$ cat src/rtl/chgseq_pkg.sv
package chgseq_pkg;
  typedef enum logic [2:0] {
    M_IDLE    = 3'd0,
    M_TRICKLE = 3'd1,
    M_CC      = 3'd2,
    M_CV      = 3'd3,
    M_FULL    = 3'd4,
    M_FAULT   = 3'd5
  } mode_t;

  function automatic logic is_charging(mode_t m);
    return (m == M_TRICKLE) || (m == M_CC) || (m == M_CV);
  endfunction
endpackage

$ cat src/rtl/chgseq_ctrl.sv
module chgseq_ctrl
  import chgseq_pkg::*;
#(
  parameter int V_W = 16,
  parameter int I_W = 16,
  parameter int DW  = 7,
  parameter int PWM_STEPS = 100
) (
  input  logic                  clk,
  input  logic                  rst_n,
  input  logic                  ext_pwr_n,
  input  logic                  fire,
  input  logic [V_W-1:0]        pack_v,
  input  logic [V_W-1:0]        cell_a_v,
  input  logic [V_W-1:0]        cell_b_v,
  input  logic signed [I_W-1:0] curr_i,
  input  logic [V_W-1:0]        cfg_pre_v,
  input  logic [V_W-1:0]        cfg_cv_v,
  input  logic [V_W-1:0]        cfg_ovp_v,
  input  logic [V_W-1:0]        cfg_cellmax_v,
  input  logic [V_W-1:0]        cfg_low_v,
  input  logic [V_W-1:0]        cfg_cvreg_v,
  input  logic signed [I_W-1:0] cfg_trk_i,
  input  logic signed [I_W-1:0] cfg_cc_i,
  input  logic signed [I_W-1:0] cfg_taper_i,
  output mode_t                 mode_q,
  output mode_t                 mode_n,
  output logic [DW-1:0]         duty_q,
  output logic                  batt_low_q
);
  localparam logic [DW-1:0] DMAX = DW'(PWM_STEPS - 1);

  logic [DW-1:0] duty_n;
  logic          go_up, go_dn;

  always_comb begin
    mode_n = mode_q;
    go_up  = 1'b0;
    go_dn  = 1'b0;
    if (ext_pwr_n) begin
      mode_n = M_IDLE;
    end else if (fire) begin
      if (mode_q == M_FAULT || pack_v > cfg_ovp_v)            mode_n = M_FAULT;
      else if (mode_q == M_FULL)                              mode_n = M_FULL;
      else if (mode_q == M_CV && curr_i <= cfg_taper_i)       mode_n = M_FULL;
      else if (pack_v < cfg_pre_v)                            mode_n = M_TRICKLE;
      else if (pack_v > cfg_cv_v)                             mode_n = M_CV;
      else                                                    mode_n = M_CC;
      unique case (mode_n)
        M_TRICKLE: begin go_up = curr_i < cfg_trk_i; go_dn = curr_i > cfg_trk_i; end
        M_CC:      begin go_up = curr_i < cfg_cc_i;  go_dn = curr_i > cfg_cc_i;  end
        M_CV:      begin go_up = pack_v < cfg_cvreg_v; go_dn = pack_v > cfg_cvreg_v; end
        default:   ;
      endcase
      if (is_charging(mode_n) && (cell_a_v >= cfg_cellmax_v || cell_b_v >= cfg_cellmax_v)) begin
        go_up = 1'b0;
        go_dn = 1'b1;
      end
    end
  end

  always_comb begin
    duty_n = duty_q;
    if (!is_charging(mode_n))           duty_n = '0;
    else if (go_dn && duty_q != '0)     duty_n = duty_q - 1'b1;
    else if (go_up && duty_q < DMAX)    duty_n = duty_q + 1'b1;
  end

  always_ff @(posedge clk or negedge rst_n) begin
    if (!rst_n) begin
      mode_q     <= M_IDLE;
      duty_q     <= '0;
      batt_low_q <= 1'b0;
    end else begin
      mode_q <= mode_n;
      duty_q <= duty_n;
      if (fire) batt_low_q <= pack_v < cfg_low_v;
    end
  end


  idle_hold_chk: assert property (@(posedge clk) disable iff (!rst_n)
    (!fire && !ext_pwr_n) |=> ($stable(duty_q) && $stable(mode_q)));

  fault_sticky_chk: assert property (@(posedge clk) disable iff (!rst_n)
    (mode_q == M_FAULT && !ext_pwr_n) |=> (mode_q == M_FAULT));

  full_zero_chk: assert property (@(posedge clk) disable iff (!rst_n)
    (mode_q == M_FULL) |-> (duty_q == '0));

  pwr_off_chk: assert property (@(posedge clk) disable iff (!rst_n)
    ext_pwr_n |=> (mode_q == M_IDLE && duty_q == '0));

  duty_range_chk: assert property (@(posedge clk) disable iff (!rst_n)
    duty_q <= DMAX);
endmodule

$ cat src/rtl/chgseq_balance.sv
module chgseq_balance #(
  parameter int V_W = 16
) (
  input  logic           clk,
  input  logic           rst_n,
  input  logic           clear,
  input  logic           fire,
  input  logic           charging,
  input  logic [V_W-1:0] cell_a_v,
  input  logic [V_W-1:0] cell_b_v,
  input  logic [V_W-1:0] thr_v,
  output logic           bal_a_q,
  output logic           bal_b_q
);
  logic a_hi, b_hi;
  assign a_hi = cell_a_v > thr_v;
  assign b_hi = cell_b_v > thr_v;

  always_ff @(posedge clk or negedge rst_n) begin
    if (!rst_n) begin
      bal_a_q <= 1'b0;
      bal_b_q <= 1'b0;
    end else if (clear || (fire && !charging)) begin
      bal_a_q <= 1'b0;
      bal_b_q <= 1'b0;
    end else if (fire) begin
      bal_a_q <= a_hi && !b_hi;
      bal_b_q <= b_hi && !a_hi;
    end
  end


  bal_clear_chk: assert property (@(posedge clk) disable iff (!rst_n)
    clear |=> (!bal_a_q && !bal_b_q));

  bal_excl_chk: assert property (@(posedge clk) disable iff (!rst_n)
    !(bal_a_q && bal_b_q));
endmodule

$ cat src/rtl/chgseq_pwm.sv
module chgseq_pwm #(
  parameter int DW = 7,
  parameter int PWM_STEPS = 100
) (
  input  logic          clk,
  input  logic          rst_n,
  input  logic [DW-1:0] duty,
  output logic          pwm_q
);
  localparam logic [DW-1:0] LAST = DW'(PWM_STEPS - 1);
  logic [DW-1:0] cnt_q;

  always_ff @(posedge clk or negedge rst_n) begin
    if (!rst_n) begin
      cnt_q <= '0;
      pwm_q <= 1'b0;
    end else begin
      cnt_q <= (cnt_q == LAST) ? '0 : cnt_q + 1'b1;
      pwm_q <= cnt_q < duty;
    end
  end
endmodule

$ cat src/rtl/chgseq_ind.sv
module chgseq_ind
  import chgseq_pkg::*;
#(
  parameter int BLINK_TICKS = 1000000
) (
  input  logic  clk,
  input  logic  rst_n,
  input  mode_t mode_q,
  output logic  chg_led_n,
  output logic  full_led_n
);
  localparam int BW = $clog2(BLINK_TICKS);
  localparam logic [BW-1:0] LAST = BW'(BLINK_TICKS - 1);

  logic [BW-1:0] cnt_q;
  logic          phase_q;

  always_ff @(posedge clk or negedge rst_n) begin
    if (!rst_n) begin
      cnt_q   <= '0;
      phase_q <= 1'b0;
    end else if (mode_q != M_FAULT) begin
      cnt_q   <= '0;
      phase_q <= 1'b0;
    end else if (cnt_q == LAST) begin
      cnt_q   <= '0;
      phase_q <= !phase_q;
    end else begin
      cnt_q <= cnt_q + 1'b1;
    end
  end

  always_comb begin
    unique case (mode_q)
      M_TRICKLE, M_CC, M_CV: chg_led_n = 1'b0;
      M_FAULT:               chg_led_n = phase_q;
      default:               chg_led_n = 1'b1;
    endcase
  end
  assign full_led_n = (mode_q != M_FULL);


  blink_rest_chk: assert property (@(posedge clk) disable iff (!rst_n)
    (mode_q != M_FAULT) |=> (phase_q == 1'b0 || mode_q == M_FAULT));
endmodule

$ cat src/rtl/liion_charge_seq.sv
module liion_charge_seq
  import chgseq_pkg::*;
#(
  parameter int V_W = 16,
  parameter int I_W = 16,
  parameter int PWM_STEPS = 100,
  parameter int BLINK_TICKS = 1000000,
  parameter int DW = $clog2(PWM_STEPS)
) (
  input  logic                  clk,
  input  logic                  rst_n,
  input  logic                  ext_pwr_n,
  input  logic                  smp_valid,
  output logic                  smp_ready,
  input  logic [V_W-1:0]        pack_v,
  input  logic [V_W-1:0]        cell_a_v,
  input  logic [V_W-1:0]        cell_b_v,
  input  logic signed [I_W-1:0] curr_i,
  input  logic [V_W-1:0]        cfg_pre_v,
  input  logic [V_W-1:0]        cfg_cv_v,
  input  logic [V_W-1:0]        cfg_ovp_v,
  input  logic [V_W-1:0]        cfg_cellmax_v,
  input  logic [V_W-1:0]        cfg_bal_v,
  input  logic [V_W-1:0]        cfg_low_v,
  input  logic [V_W-1:0]        cfg_cvreg_v,
  input  logic signed [I_W-1:0] cfg_trk_i,
  input  logic signed [I_W-1:0] cfg_cc_i,
  input  logic signed [I_W-1:0] cfg_taper_i,
  output logic                  pwm_out,
  output logic [DW-1:0]         duty,
  output logic [2:0]            mode,
  output logic                  bal_a,
  output logic                  bal_b,
  output logic                  batt_low,
  output logic                  chg_led_n,
  output logic                  full_led_n
);
  mode_t mode_q, mode_n;
  logic  fire;

  assign smp_ready = 1'b1;
  assign fire      = smp_valid && smp_ready;
  assign mode      = mode_q;

  chgseq_ctrl #(.V_W(V_W), .I_W(I_W), .DW(DW), .PWM_STEPS(PWM_STEPS)) u_ctrl (
    .clk(clk), .rst_n(rst_n), .ext_pwr_n(ext_pwr_n), .fire(fire),
    .pack_v(pack_v), .cell_a_v(cell_a_v), .cell_b_v(cell_b_v), .curr_i(curr_i),
    .cfg_pre_v(cfg_pre_v), .cfg_cv_v(cfg_cv_v), .cfg_ovp_v(cfg_ovp_v),
    .cfg_cellmax_v(cfg_cellmax_v), .cfg_low_v(cfg_low_v), .cfg_cvreg_v(cfg_cvreg_v),
    .cfg_trk_i(cfg_trk_i), .cfg_cc_i(cfg_cc_i), .cfg_taper_i(cfg_taper_i),
    .mode_q(mode_q), .mode_n(mode_n), .duty_q(duty), .batt_low_q(batt_low)
  );

  chgseq_balance #(.V_W(V_W)) u_bal (
    .clk(clk), .rst_n(rst_n), .clear(ext_pwr_n), .fire(fire),
    .charging(is_charging(mode_n)), .cell_a_v(cell_a_v), .cell_b_v(cell_b_v),
    .thr_v(cfg_bal_v), .bal_a_q(bal_a), .bal_b_q(bal_b)
  );

  chgseq_pwm #(.DW(DW), .PWM_STEPS(PWM_STEPS)) u_pwm (
    .clk(clk), .rst_n(rst_n), .duty(duty), .pwm_q(pwm_out)
  );

  chgseq_ind #(.BLINK_TICKS(BLINK_TICKS)) u_ind (
    .clk(clk), .rst_n(rst_n), .mode_q(mode_q),
    .chg_led_n(chg_led_n), .full_led_n(full_led_n)
  );
endmodule

$ cat config.mk
export PLATFORM = sky130hd
export DESIGN_NAME = liion_charge_seq
export DESIGN_NICKNAME = d
export VERILOG_FILES = /design/src/rtl/chgseq_pkg.sv /design/src/rtl/chgseq_ctrl.sv /design/src/rtl/chgseq_balance.sv /design/src/rtl/chgseq_pwm.sv /design/src/rtl/chgseq_ind.sv /design/src/rtl/liion_charge_seq.sv
export SDC_FILE = /design/constraint.sdc
export NUM_CORES = 1
export LEC_CHECK = 0
export ABC_AREA = 0
export BUFFER_PORTS_ARGS = -buffer_cell sky130_fd_sc_hd__buf_4
export CORE_ASPECT_RATIO = 0.7
export CORE_MARGIN = 3
export CORE_UTILIZATION = 50
export DETAILED_ROUTE_END_ITERATION = 12
export PLACE_DENSITY_LB_ADDON = 0.12
export SLEW_MARGIN = 20
export SYNTH_ARGS = -nofsm -noshare
export SYNTH_HDL_FRONTEND = slang
export SYNTH_HIERARCHICAL = 1
export SYNTH_SLANG_ARGS = --single-unit
$ cat constraint.sdc
create_clock -name clk -period 5.2 [get_ports clk]
set_clock_uncertainty 0.1 [all_clocks]
set_input_delay 0.78 -clock clk [delete_from_list [all_inputs] [get_ports clk]]
set_output_delay 0.78 -clock clk [all_outputs]
set_load 0.03 [all_outputs]
Word level (Yosys, flattened, before mapping)
Cells that the tools add are included.

word-level totals
  flip-flop bits (word level) = 42
  memories kept = 0
  latch bits = 0
  output and inout port bits = 17
  ROM bits = 0
  logic and storage cells = 98
  RAM bits = 0

operators by class
  add/subtract/negate cells = 4
  equality and inequality tests = 16
  reductions and logical operators = 22
  muxes and demuxes = 30
  magnitude comparators = 17
  multiply operators = 0
  div/mod/pow operators = 0
  bitwise operators = 0
  shift-type cells = 0

operators by type and width
  kind                                                                 number
  16-bit greater-than comparator                                       7
  16-bit < comparator                                                  5
  20-bit 2-to-1 mux                                                    2
  16-bit >= comparator                                                 2
  7-bit 2-to-1 mux                                                     4
  3-bit 2-to-1 mux                                                     8
  20-bit by 1-bit adder with 20-bit output (second input constant)     1
  20-bit == test (second input constant)                               1
  3-bit by 2-bit == test with 1-bit output (second input constant)     6
  16-bit <= comparator                                                 1
  7-bit by 1-bit adder with 7-bit output (second input constant)       2
  1-bit 2-to-1 mux                                                     13
  3-bit by 1-bit == test with 1-bit output (second input constant)     3
  3-bit != test (second input constant)                                3
  7-bit == test (second input constant)                                1
  1-bit logical AND                                                    7
  1-bit logical OR                                                     7
  7-bit < comparator                                                   1
  7-bit < comparator (second input constant)                           1
  7-bit nonzero test                                                   1
  7-bit by 1-bit subtractor with 7-bit output (second input constant)  1
  3-bit == test (second input constant)                                2
  1-bit one-hot mux with 3 select lines                                2
  1-bit zero test                                                      4
  other kinds (3)                                                      4

Depth between registers and ports, before layout
Gate-level depths: netlist of the first run.

  depth in word-level cells = 19
  depth in mapped cells = 19
  gate-level depth less buffers = 19

Modules after synthesis
The synthesis of the first run kept the hierarchy.

modules (own cells, without submodules)
  module            instances  seq. area each (um^2)  area each (um^2)  cells an instance
  chgseq_ctrl       1          275.3                  4947.2            644
  chgseq_ind        1          525.5                  1136.1            115
  chgseq_balance    1          50.0                   852.1             105
  chgseq_pwm        1          200.2                  494.2             51
  liion_charge_seq  1          0.0                    21.3              3

Least setup slack after synthesis of the first run
OpenSTA, ideal clock, no wires.

  path type = input to register
  start = input cfg_cvreg_v[5]
  end = register u_ctrl.duty_q[6]
  arrival = 3.948 ns
  path slack = 1.026 ns
  required time = 4.974 ns
  buffers on the path = 0
  library setup time = 0.126 ns
  cell stages on the path = 19
  cell sequence = inv_1 ha_1 nand2_1 or3_1 a311o_1 and3_1 nor3b_1 o21ai_1 a21o_2 inv_2 ha_1 a21o_1 a21oi_1 o21bai_1 a21oi_1 nand3_1 a21oi_1 o21ai_0 nor3b_2

between the ends
  word-level cells in the longest chain between the ends = 8

ends and longest elaborated chain
  what                                   RTL line                RTL
  start: declaration                     liion_charge_seq.sv:25  input logic [V_W-1:0] cfg_cvreg_v,
  16-bit greater-than comparator         chgseq_ctrl.sv:52       M_CV: begin go_up = pack_v < cfg_cvreg_v; go_dn = pack_v > cfg_cvreg_v; end
  1-bit one-hot mux with 3 select lines  chgseq_ctrl.sv:49       unique case (mode_n)
  1-bit 2-to-1 mux                       chgseq_ctrl.sv:55       if (is_charging(mode_n) && (cell_a_v >= cfg_cellmax_v || cell_b_v >= cfg_cellmax_v)) begin
  1-bit 2-to-1 mux                       chgseq_ctrl.sv:42       end else if (fire) begin
  1-bit 2-to-1 mux                       chgseq_ctrl.sv:40       if (ext_pwr_n) begin
  1-bit logical AND                      chgseq_ctrl.sv:65       else if (go_dn && duty_q != '0) duty_n = duty_q - 1'b1;
  7-bit 2-to-1 mux                       chgseq_ctrl.sv:65
  7-bit 2-to-1 mux                       chgseq_ctrl.sv:64       if (!is_charging(mode_n)) duty_n = '0;
  end signal: assignment                 chgseq_ctrl.sv:76       duty_q <= duty_n;
  end: declaration                       chgseq_ctrl.sv:28       output logic [DW-1:0] duty_q,

Parallel ways exist; a longest one is shown, timed or not.
A chain may end at the register's enable or synchronous reset.

Worst setup path in the final report of the first run
  start = input pack_v[11]
  end = register u_ctrl.duty_q[6]

between the ends
  word-level cells in the longest chain between the ends = 18

ends and longest elaborated chain
  what                                                                                                  RTL line                             RTL
  start: declaration                                                                                    liion_charge_seq.sv:15               input logic [V_W-1:0] pack_v,
  16-bit greater-than comparator                                                                        chgseq_ctrl.sv:47                    else if (pack_v > cfg_cv_v) mode_n = M_CV;
  1-bit 2-to-1 mux                                                                                      chgseq_ctrl.sv:47
  3-bit 2-to-1 mux                                                                                      chgseq_ctrl.sv:46                    else if (pack_v < cfg_pre_v) mode_n = M_TRICKLE;
  3-bit 2-to-1 mux                                                                                      chgseq_ctrl.sv:45                    else if (mode_q == M_CV && curr_i <= cfg_taper_i) mode_n = M_FULL;
  3-bit 2-to-1 mux                                                                                      chgseq_ctrl.sv:44                    else if (mode_q == M_FULL) mode_n = M_FULL;
  3-bit 2-to-1 mux                                                                                      chgseq_ctrl.sv:43                    if (mode_q == M_FAULT || pack_v > cfg_ovp_v) mode_n = M_FAULT;
  3-bit 2-to-1 mux                                                                                      chgseq_ctrl.sv:42
  3-bit 2-to-1 mux                                                                                      chgseq_ctrl.sv:40
  3-bit by 1-bit == test with 1-bit output or 3-bit by 2-bit == test with 1-bit output (tied branches)  chgseq_pkg.sv:12, chgseq_ctrl.sv:49
  1-bit logical OR (2 in a row)                                                                         chgseq_pkg.sv:12                     return (m == M_TRICKLE) || (m == M_CC) || (m == M_CV);
  1-bit logical AND                                                                                     chgseq_ctrl.sv:55
  1-bit 2-to-1 mux                                                                                      chgseq_ctrl.sv:55
  1-bit 2-to-1 mux                                                                                      chgseq_ctrl.sv:42
  1-bit 2-to-1 mux                                                                                      chgseq_ctrl.sv:40
  1-bit logical AND                                                                                     chgseq_ctrl.sv:65
  7-bit 2-to-1 mux                                                                                      chgseq_ctrl.sv:65
  7-bit 2-to-1 mux                                                                                      chgseq_ctrl.sv:64

Parallel ways exist; a longest one is shown, timed or not. The select of a mux whose other input is x is not followed.

==> results of run 1 <==
## routing by layer
layer / track usage / share of wire / vias up
li1: - / - / 3803
met3: 0.0492 / 0.079 / 22
met5: 0 / 0 / -
met1: 0.375 / 0.48 / 3412
met2: 0.435 / 0.43 / 281
met4: 0.0398 / 0.014 / 0
## synthesized netlist by cell type, types with 4 or more instances
master,instances
ha_1,203
inv_1,171
a21oi_1,65
nand2_1,52
nor2_1,48
dfrtp_1,42
nand3_1,34
o21ai_0,33
nand4_1,31
a21o_1,25
nor2b_1,11
nor3_1,11
xnor2_1,9
xor2_1,9
a211oi_1,8
nand2b_1,8
o211ai_1,8
o21a_1,8
a211o_1,7
nor4_1,7
o21ai_1,7
or3_1,7
and2_1,6
and3_1,6
and4_1,6
a21oi_2,5
mux2i_1,4
## power groups by stage
stage                     registers, mW  clock network (mW)  logic [mW]
after CTS                         0.338               0.413       0.600
final                             0.338               0.407       0.602
after detailed placement          0.344                   0       0.595
after floorplan                   0.350                   0       0.323
after global placement            0.344                   0       0.586
after global routing              0.339               0.428       0.680
## cell type report
type                            count  area, µm²
Multi-Input combinational cell    702       5740
Fill cell                        1284       4550
Timing Repair Buffer              243       1820
Sequential cell                    42       1050
Inverter                          172        646
Tap cell                          190        238
Clock buffer                        5        125
Clock inverter                      3       68.8
## through the flow
stage	cells	util	area [µm²]	total power, mW	setup slack (ns)
global route	1357	0.681	9690	1.45	0.431
global placement	1349	0.667	9490	0.930	0.586
finish	1357	0.681	9690	1.35	0.713
detailed placement	1349	0.667	9490	0.940	0.494
floorplan	918	-	7450	0.673	1.03
CTS	1357	0.681	9690	1.35	0.781
## worst max path at each step
stage                               from                to  cells after the start
after floorplan           cfg_cvreg_v[5]  u_ctrl/duty_q[6]                     19
after global placement        pack_v[12]  u_ctrl/duty_q[6]                     19
after detailed placement      pack_v[11]  u_ctrl/duty_q[6]                     19
after CTS                     pack_v[11]  u_ctrl/duty_q[6]                     19
after global routing           pack_v[9]  u_ctrl/duty_q[6]                     19
final                         pack_v[11]  u_ctrl/duty_q[6]                     19
## flip-flops by register name (all words and copies together), names as in the netlist
name,cells
u_ind/phase_q,1
u_pwm/pwm_q,1
u_ctrl/mode_q,3
u_ind/cnt_q,20
u_ctrl/duty_q,7
u_pwm/cnt_q,7
u_bal/bal_a_q,1
u_ctrl/batt_low_q,1
u_bal/bal_b_q,1
## cell families (layout without fill, tap and decap cells)
| family | count (synthesis) | count (layout) | synth area share |
|---|---|---|---|
| xor gates and xnor gates | 18 | 18 | 0.0212 |
| adders and majority gates | 204 | 204 | 0.344 |
| AOI/OAI and AO/OA | 212 | 212 | 0.196 |
| muxes | 4 | 4 | 0.00537 |
| DFF | 42 | 42 | 0.141 |
| and+or+nand+nor | 263 | 263 | 0.203 |
| buffers and inverters | 174 | 423 | 0.0892 |
| other | 1 | 1 | 0.000503 |
==> results.md, run 1 <==
* Synth top area share at 0.341
* Worst-margin pin slew at 0.617 ns
* # IOs at 245
* CP startpoint kind: input pin
* Worst slew margin at 0.588
* H-tree levels at 2
* DR iter-0 viols at 450
* Buf/Inv on CP at 2
* DR WL/cell at 16.4 µm
* Post-synth EDFFs at 0
* GRT overflow at 0
* RSZ-0062 raised after global routing: false
* CP required at 5.27 ns
* Initial cell density of the core at 0.523
* Min Hold Slack at 0.383 ns
* Leakage at 5.36 nW
* Clock share of power at 0.302
* Most frequent cells in the layout: 243 x buf_4, 203 x ha_1, 171 x inv_1, 65 x a21oi_1, 52 x nand2_1
* Synth warn at 6
* Routability cong. at 0.943
* Critical path start-end classification: in -> reg
* Part of the power in registers at 0.251
* Die Y at 108 µm
* Cell repeated most along the worst path: a21oi_1
* PortBufs at 243
* Mapped Nets at 1,350
* Number of global-route vias before repair at 7,366
* Cell area after synthesis at 0.00745 mm²
* FF-to-FF Start: u_ctrl/mode_q[1]
* Worst skew pair latency at 0.29 ns
* Vias at 7,518
* Clock slew at reported path FFs at 0.06 ns
* Synth area leaders: ha_1 34%, dfrtp_1 14%, inv_1 8.6%
* Hold Buf Count CTS at 0
* Diodes inserted at 0
* # nets final at 1,598
* P&R area growth vs syn at 30.0%
* Setup bufs post-CTS at 0
* Dominant cell type by area after synthesis: ha_1
* Switching part of the total at 0.328
* Core box area at 0.0142 mm²
* Worst Hold Class: in -> async
* Initial antenna violation count at 0
* P_sw at 441 µW
* Worst reg-to-reg setup slack at 1.80 ns
* R2R Path End: u_ctrl/duty_q[6]
* Total Routed Length at 22,300 µm
* Logic pwr share at 0.447
* MaxCap Viol Count at 0
* Final Cycle Share at 0.863
* Crit path capture type: flip-flop
* Worst-path maximum fanout at 13
* #FFs+latches synth at 42
* Crit-path cells: buf_4 > ha_1 > a21oi_1 > o21ai_0 > a221oi_1 > o31ai_2 > nor3_1 > a21oi_1 > a21o_2 > inv_2 > ha_1 > a21o_1 > a21oi_1 > o21bai_1 > a21oi_1 > nand3_1 > a21oi_1 > o21ai_0 > nor3b_2
* Final ANT Viol Nets at 0
* Internal at 906 µW
* Synth Instances at 918
* CTS Root Cell: clkbuf_16
* Post-synth ARST share at 1.00
* Drt first pass iters at 5
* Min Tclk post-route at 4.49 ns
* Largest net degree at the start of global routing at 43
* Residual DRC count at 0
* Status: complete, no violations
* Final HPWL DP at 19,400 µm
* Max Slew Vio Count at 0
* Setup total negative slack at 0 ns
* First-pass GRT wire length at 36,200 µm
* Sequential-to-total area share from yosys stat at 0.141
* Via/cell ratio at 5.54
* Final hold vios at 0
* TritonCTS sink count at 42
* Max Buffers Root-to-Sink at 2
* Leading cell type in the layout, fill and taps excluded: buf_4
* CTS Buf Count at 5
* Crit-path slowest cell: a221oi_1
* Fmax at 223 MHz
* Avg Inst Size Synth at 8.12 µm²
* Number of cell rows at 36
* PwrDens at 139 mW/mm²
* Final setup viols at 0
* Worst vdd rail ir drop at 0.129 mV
* Max incr delay on CP at 0.41 ns
* Worst reg-to-reg path cell count at 15
* CP top delay family: compound AO/OA/AOI/OAI gates
* Ratio of cells with drive above 1 in the final layout at 0.249
* Total global-route track usage at 0.266
* CTS tree: built
* Overall die area at 0.0164 mm²
* Critical path data arrival time at 4.56 ns
* Yosys cell types at 85
* Post-cts sizing count at 0
* Die width at 152 µm
* Prevailing post-synth register cell: dfrtp_1
Note: power is estimated with default switching activity, not from simulation.
==> run 2: changes to the inputs <==
Settings changed: CORE_UTILIZATION 50 to 57.
==> run 2 against run 1 <==
  * Sequential power about the same
  * Final cell count shrank 2.1%
  * Critical endpoint unchanged
  * Utilization is 8.3 points higher
  * Worst hold slack got worse by 0.0087 ns
  * Total power is 4.7% lower
==> results.md, run 2 (same netlist as run 1, synthesis figures left out) <==
* Hold Buf Count CTS at 0 (unchanged)
* Worst skew pair latency at 0.28 ns (about the same)
* Min Tclk post-route at 4.55 ns (+0.0657 ns)
* Top reg by flops: u_ind/cnt_q
* First-pass GRT wire length at 33,900 µm (-6.1%)
* DR WL/cell at 16.1 µm (-2.0%)
* CTS Root Cell: clkbuf_16
* Finished Layout Cells at 1,329 (-2.1%)
* Clock share of power at 0.270 (-0.032)
* Residual DRC count at 0 (unchanged)
* Clock slew at reported path FFs at 0.06 ns (about the same)
* CP required at 5.26 ns (about the same)
* Final hold vios at 0 (unchanged)
* Die Y at 102 µm (-6.0%)
* Core Util, Final at 0.764 (+0.0835)
* P&R area growth vs syn at 29.1%
* CP startpoint kind: input pin
* Leading cell type in the layout, fill and taps excluded: buf_4
* CTS tree: built
* RSZ-0062 raised after global routing: false
* Worst vdd rail ir drop at 0.152 mV (+18%)
* Design Area, Final at 0.00962 mm² (-0.68%)
* Part of the power in registers at 0.263 (+0.012)
* Leakage at 5.34 nW (-0.30%)
* Final HPWL DP at 18,600 µm (-4.1%)
* PwrDens at 133 mW/mm² (-4.0%)
* Core box area at 0.0126 mm² (-12%)
* Setup total negative slack at 0 ns (unchanged)
* H-tree levels at 2 (unchanged)
* Status: complete, no violations
* Die width at 143 µm (-6.1%)
* # IOs at 245 (unchanged)
* Vias at 7,457 (-0.81%)
* Drt first pass iters at 5 (unchanged)
* Routability cong. at 0.952 (+0.93%)
* MaxCap Viol Count at 0 (unchanged)
* Initial cell density of the core at 0.592 (+0.0682)
* Fmax at 220 MHz (-1.4%)
* Diodes inserted at 0 (unchanged)
* Most frequent cells in the layout: 243 x buf_4, 203 x ha_1, 171 x inv_1, 65 x a21oi_1, 52 x nand2_1
* Placed Cells at 1,321 (-2.1%)
* Post-cts sizing count at 0 (unchanged)
* Worst-path maximum fanout at 13 (unchanged)
* Logic pwr share at 0.467 (+0.020)
* Crit path capture type: flip-flop
* Worst slew margin at 0.546 (-0.0416)
* # nets final at 1,598 (unchanged)
* Final ANT Viol Nets at 0 (unchanged)
* Critical path data arrival time at 4.61 ns (+0.05 ns)
* Worst Hold Class: in -> async
* P_sw at 427 µW (-3.2%)
* DR iter-0 viols at 409 (-9.1%)
* PortBufs at 243 (unchanged)
* Max Slew Vio Count at 0 (unchanged)
* GRT overflow at 0 (unchanged)
* DP Area at 0.00946 mm² (-0.37%)
* Number of global-route vias before repair at 7,052 (-4.3%)
* Worst-margin pin slew at 0.663 ns (+0.0464 ns)
* Final Cycle Share at 0.876 (+0.0126)
* Switching part of the total at 0.332 (+0.00491)
* Min Hold Slack at 0.374 ns (-0.00866 ns)
* Setup bufs post-CTS at 0 (unchanged)
* Total global-route track usage at 0.284 (+0.0183)
* Max Buffers Root-to-Sink at 2 (unchanged)
* Via/cell ratio at 5.61 (+1.3%)
* Overall die area at 0.0145 mm² (-12%)
* Largest register FFs at 20 (unchanged)
* Total Routed Length at 21,400 µm (-4.0%)
* Filler instances at 952 (-26%)
* Largest net degree at the start of global routing at 43 (unchanged)
* Initial antenna violation count at 0 (unchanged)
* Worst reg-to-reg setup slack at 1.79 ns (about the same)
* Critical path start-end classification: in -> reg
* TritonCTS sink count at 42 (unchanged)
* Internal at 857 µW (-5.3%)
* Ratio of cells with drive above 1 in the final layout at 0.248 (-0.00171)
* Final setup viols at 0 (unchanged)
* Largest registers: u_ind/cnt_q (20), u_ctrl/duty_q (7), u_pwm/cnt_q (7)
* Number of cell rows at 34 (-5.6%)
* CTS Buf Count at 5 (unchanged)
==> run 2: changes by cell type in the layout (fill, tap and decap cells not counted) <==
cell / change
clkbuf_1: +2
clkinv_4: -1
bufinv_16: -1
==> run 2: layout make-up <==
type                       count  area [µm²]  share of cell area
multi-input combinational    702        5740               0.596
timing repair buffer         243        1820               0.190
sequential                    42        1050               0.109
inverter                     172         646              0.0671
tap                          162         203              0.0211
clock buffer                   7         133              0.0138
clock inverter                 1        30.0             0.00312
==> run 2: power by group through the flow <==
| stage | Clock [mW] | Combinational (mW) | Sequential, mW |
|---|---|---|---|
| global route | 0.370 | 0.671 | 0.339 |
| CTS | 0.353 | 0.594 | 0.338 |
| floorplan | 0 | 0.323 | 0.350 |
| global placement | 0 | 0.575 | 0.343 |
| finish | 0.346 | 0.600 | 0.338 |
| detailed placement | 0 | 0.590 | 0.344 |
==> run 2: critical path, stage by stage <==
cell and delay [ns]:
buf_4 0.12, ha_1 0.30, a21o_1 0.19, a2111oi_0 0.49, o21ai_1 0.22, nand4_1 0.14, nand4_1 0.15, a21oi_1 0.20
a21o_2 0.22, inv_2 0.13, fa_1 0.42, a21o_1 0.17, a21oi_1 0.22, o21bai_1 0.10, a21oi_1 0.21, nand3_1 0.10
a21oi_1 0.16, o21ai_0 0.10, nor3b_2 0.17
==> run 2: routing by layer <==
metal | routed length [µm] | part of all wire | GRT usage | up-vias
met5 | 0 | 0 | 0 | -
met4 | 274 | 0.013 | 0.0431 | 0
met3 | 1600 | 0.075 | 0.0330 | 24
met2 | 9710 | 0.45 | 0.473 | 302
met1 | 9830 | 0.46 | 0.406 | 3324
li1 | - | - | - | 3807
==> run 2: worst paths after layout <==
kind                                       start                to  depth (start not counted)
min in group clk                   u_bal/bal_b_q     u_bal/bal_b_q                          2
worst min register to register     u_bal/bal_b_q     u_bal/bal_b_q                          2
worst min-delay path                       rst_n   u_ind/cnt_q[15]                          1
worst max register to register  u_ctrl/mode_q[2]  u_ctrl/duty_q[6]                         15
worst max-delay path                 cell_a_v[4]  u_ctrl/duty_q[6]                         19
max in group asynchronous                  rst_n    u_ind/cnt_q[0]                          1
==> run 2: metrics by stage <==
stage	worst slack, ns	power [mW]
after floorplan	1.03	0.673
after global placement	0.558	0.919
after detailed placement	0.526	0.934
after CTS	0.808	1.29
after global routing	0.425	1.38
final	0.647	1.28
==> run 3: changes to the inputs <==
Settings changed: CORE_ASPECT_RATIO 0.7 to 0.9.
==> run 3 against run 2 <==
  * Via count is 1.2% higher
  * Critical endpoint unchanged
  * Design area is 0.26% lower
  * Setup slack worse by 0.085 ns
==> results.md, run 3 (same netlist as run 1, synthesis figures left out) <==
* Diodes inserted at 0 (unchanged)
* Switching part of the total at 0.345 (+0.0122)
* Hold Buf Count CTS at 0 (unchanged)
* Clock slew at reported path FFs at 0.06 ns (about the same)
* Total global-route track usage at 0.280 (-0.00369)
* Status: complete, no violations
* PwrDens at 128 mW/mm² (-4.0%)
* DP Area at 0.00946 mm² (about the same)
* Pre-CTS setup slack at 0.429 ns (-0.0963 ns)
* RSZ-0062 raised after global routing: false
* Largest registers: u_ind/cnt_q (20), u_ctrl/duty_q (7), u_pwm/cnt_q (7)
* Critical path data arrival time at 4.71 ns (+0.10 ns)
* Top reg by flops: u_ind/cnt_q
* Min Tclk post-route at 4.64 ns (+0.0854 ns)
* # IOs at 245 (unchanged)
* Leakage at 5.33 nW (-0.16%)
* Residual DRC count at 0 (unchanged)
* Most frequent cells in the layout: 244 x buf_4, 203 x ha_1, 171 x inv_1, 65 x a21oi_1, 52 x nand2_1
* Final ANT Viol Nets at 0 (unchanged)
* Part of the power in registers at 0.275 (+0.012)
* Multi-input gate area at 0.00574 mm² (unchanged)
* Via/cell ratio at 5.69 (+1.3%)
* Worst slew margin at 0.595 (+0.0485)
* Die width at 127 µm (-11%)
* CTS Root Cell: clkbuf_16
* Worst-margin pin slew at 0.592 ns (-0.0710 ns)
* Filler instances at 941 (-1.2%)
* Fmax at 216 MHz (-1.8%)
* Total Routed Length at 21,000 µm (-2.0%)
* Leading cell type in the layout, fill and taps excluded: buf_4
* Core box area at 0.0124 mm² (-1.5%)
* H-tree levels at 2 (unchanged)
* Final hold vios at 0 (unchanged)
* Largest register FFs at 20 (unchanged)
* Final HPWL DP at 18,300 µm (-1.8%)
* Worst skew pair latency at 0.28 ns (about the same)
* Worst reg-to-reg path cell count at 15 (unchanged)
* GRT overflow at 0 (unchanged)
* Worst-path maximum fanout at 13 (unchanged)
* Number of global-route vias before repair at 7,497 (+6.3%)
* Critical path start-end classification: in -> reg
* Core Util, Final at 0.773 (+0.00923)
* Crit path capture type: flip-flop
* TritonCTS sink count at 42 (unchanged)
* CTS Buf Count at 5 (unchanged)
* Routability cong. at 0.927 (-2.6%)
* Internal at 806 µW (-6.0%)
* First-pass GRT wire length at 33,700 µm (-0.65%)
* Finished Layout Cells at 1,327 (-0.15%)
* Overall die area at 0.0145 mm² (-0.14%)
* Vias at 7,545 (+1.2%)
* Worst Hold Class: in -> async
* Max Buffers Root-to-Sink at 2 (unchanged)
* Setup total negative slack at 0 ns (unchanged)
* Worst vdd rail ir drop at 0.118 mV (-22%)
* DR WL/cell at 15.8 µm (-1.8%)
* CP required at 5.27 ns (about the same)
* Setup bufs post-CTS at 0 (unchanged)
* CP startpoint kind: input pin
* Final WS setup at 0.562 ns (-0.0854 ns)
* Initial antenna violation count at 0 (unchanged)
* Initial cell density of the core at 0.600 (+0.00871)
* DR iter-0 viols at 474 (+16%)
* Ratio of cells with drive above 1 in the final layout at 0.248 (unchanged)
* Drt first pass iters at 5 (unchanged)
* Logic pwr share at 0.485 (+0.018)
* Final setup viols at 0 (unchanged)
* Final Cycle Share at 0.892 (+0.0164)
* Clock share of power at 0.239 (-0.031)
* Placed Cells at 1,320 (-0.076%)
* # nets final at 1,599 (+0.063%)
* P&R area growth vs syn at 28.8%
* Number of cell rows at 38 (+12%)
* Post-cts sizing count at 0 (unchanged)
* P_sw at 424 µW (-0.72%)
* Design Area, Final at 0.00960 mm² (-0.26%)
* Die Y at 114 µm (+13%)
* PortBufs at 243 (unchanged)
* MaxCap Viol Count at 0 (unchanged)
* Largest net degree at the start of global routing at 43 (unchanged)
* FF-to-FF Start: u_ctrl/mode_q[2]
* Max Slew Vio Count at 0 (unchanged)
* Worst reg-to-reg setup slack at 1.77 ns (-0.02 ns)
* R2R Path End: u_ctrl/duty_q[6]
* Sequential standard cell area at 0.00105 mm² (unchanged)
* CTS tree: built
==> run 3: cell type report <==
| class | count | area share |
|---|---|---|
| Multi-Input combinational cell | 702 | 0.598 |
| Timing Repair Buffer | 244 | 0.191 |
| Sequential cell | 42 | 0.110 |
| Inverter | 172 | 0.0673 |
| Tap cell | 160 | 0.0209 |
| Clock buffer | 7 | 0.0138 |
==> run 3: routing by layer <==
layer | up-vias | share of wire | track usage
met5 | - | 0 | 0
met4 | 0 | 0.029 | 0.0908
met3 | 46 | 0.068 | 0.0396
met2 | 281 | 0.47 | 0.497
met1 | 3412 | 0.43 | 0.351
li1 | 3806 | - | -
==> run 3: power groups by stage <==
stage	Clock, mW	Combinational [mW]	Sequential (mW)
final	0.294	0.597	0.339
after global routing	0.312	0.667	0.339
after detailed placement	0	0.587	0.344
after global placement	0	0.574	0.344
after CTS	0.297	0.591	0.338
after floorplan	0	0.323	0.350
==> run 3: how the worst max path moves through the flow <==
stage               slack, ns           start  cells past startpoint                to
finish                   0.56     cell_b_v[4]                     19  u_ctrl/duty_q[6]
global route             0.37      pack_v[12]                     19  u_ctrl/duty_q[6]
CTS                      0.71     cell_b_v[4]                     19  u_ctrl/duty_q[6]
detailed placement       0.43     cell_b_v[4]                     19  u_ctrl/duty_q[6]
global placement         0.57      pack_v[12]                     19  u_ctrl/duty_q[6]
floorplan                1.03  cfg_cvreg_v[5]                     19  u_ctrl/duty_q[6]
==> run 3: worst max-delay path, cell delays in order <==
cell and delay [ns]:
buf_4 0.12, ha_1 0.31, a21o_1 0.19, a2111oi_0 0.51
o21ai_1 0.16, a21oi_1 0.26, nand4_1 0.15, a21oi_1 0.24
a21o_2 0.24, inv_2 0.13, fa_1 0.41, a21o_1 0.17
a21oi_1 0.22, o21bai_1 0.09, a21oi_1 0.20, nand3_1 0.10
a21oi_1 0.16, o21ai_0 0.11, nor3b_2 0.16
==> run 3: stage by stage <==
stage               hold WS, ns  power [mW]
floorplan                 0.342       0.673
global placement          0.365       0.918
detailed placement        0.383       0.931
CTS                       0.390        1.23
global route              0.411        1.32
finish                    0.371        1.23
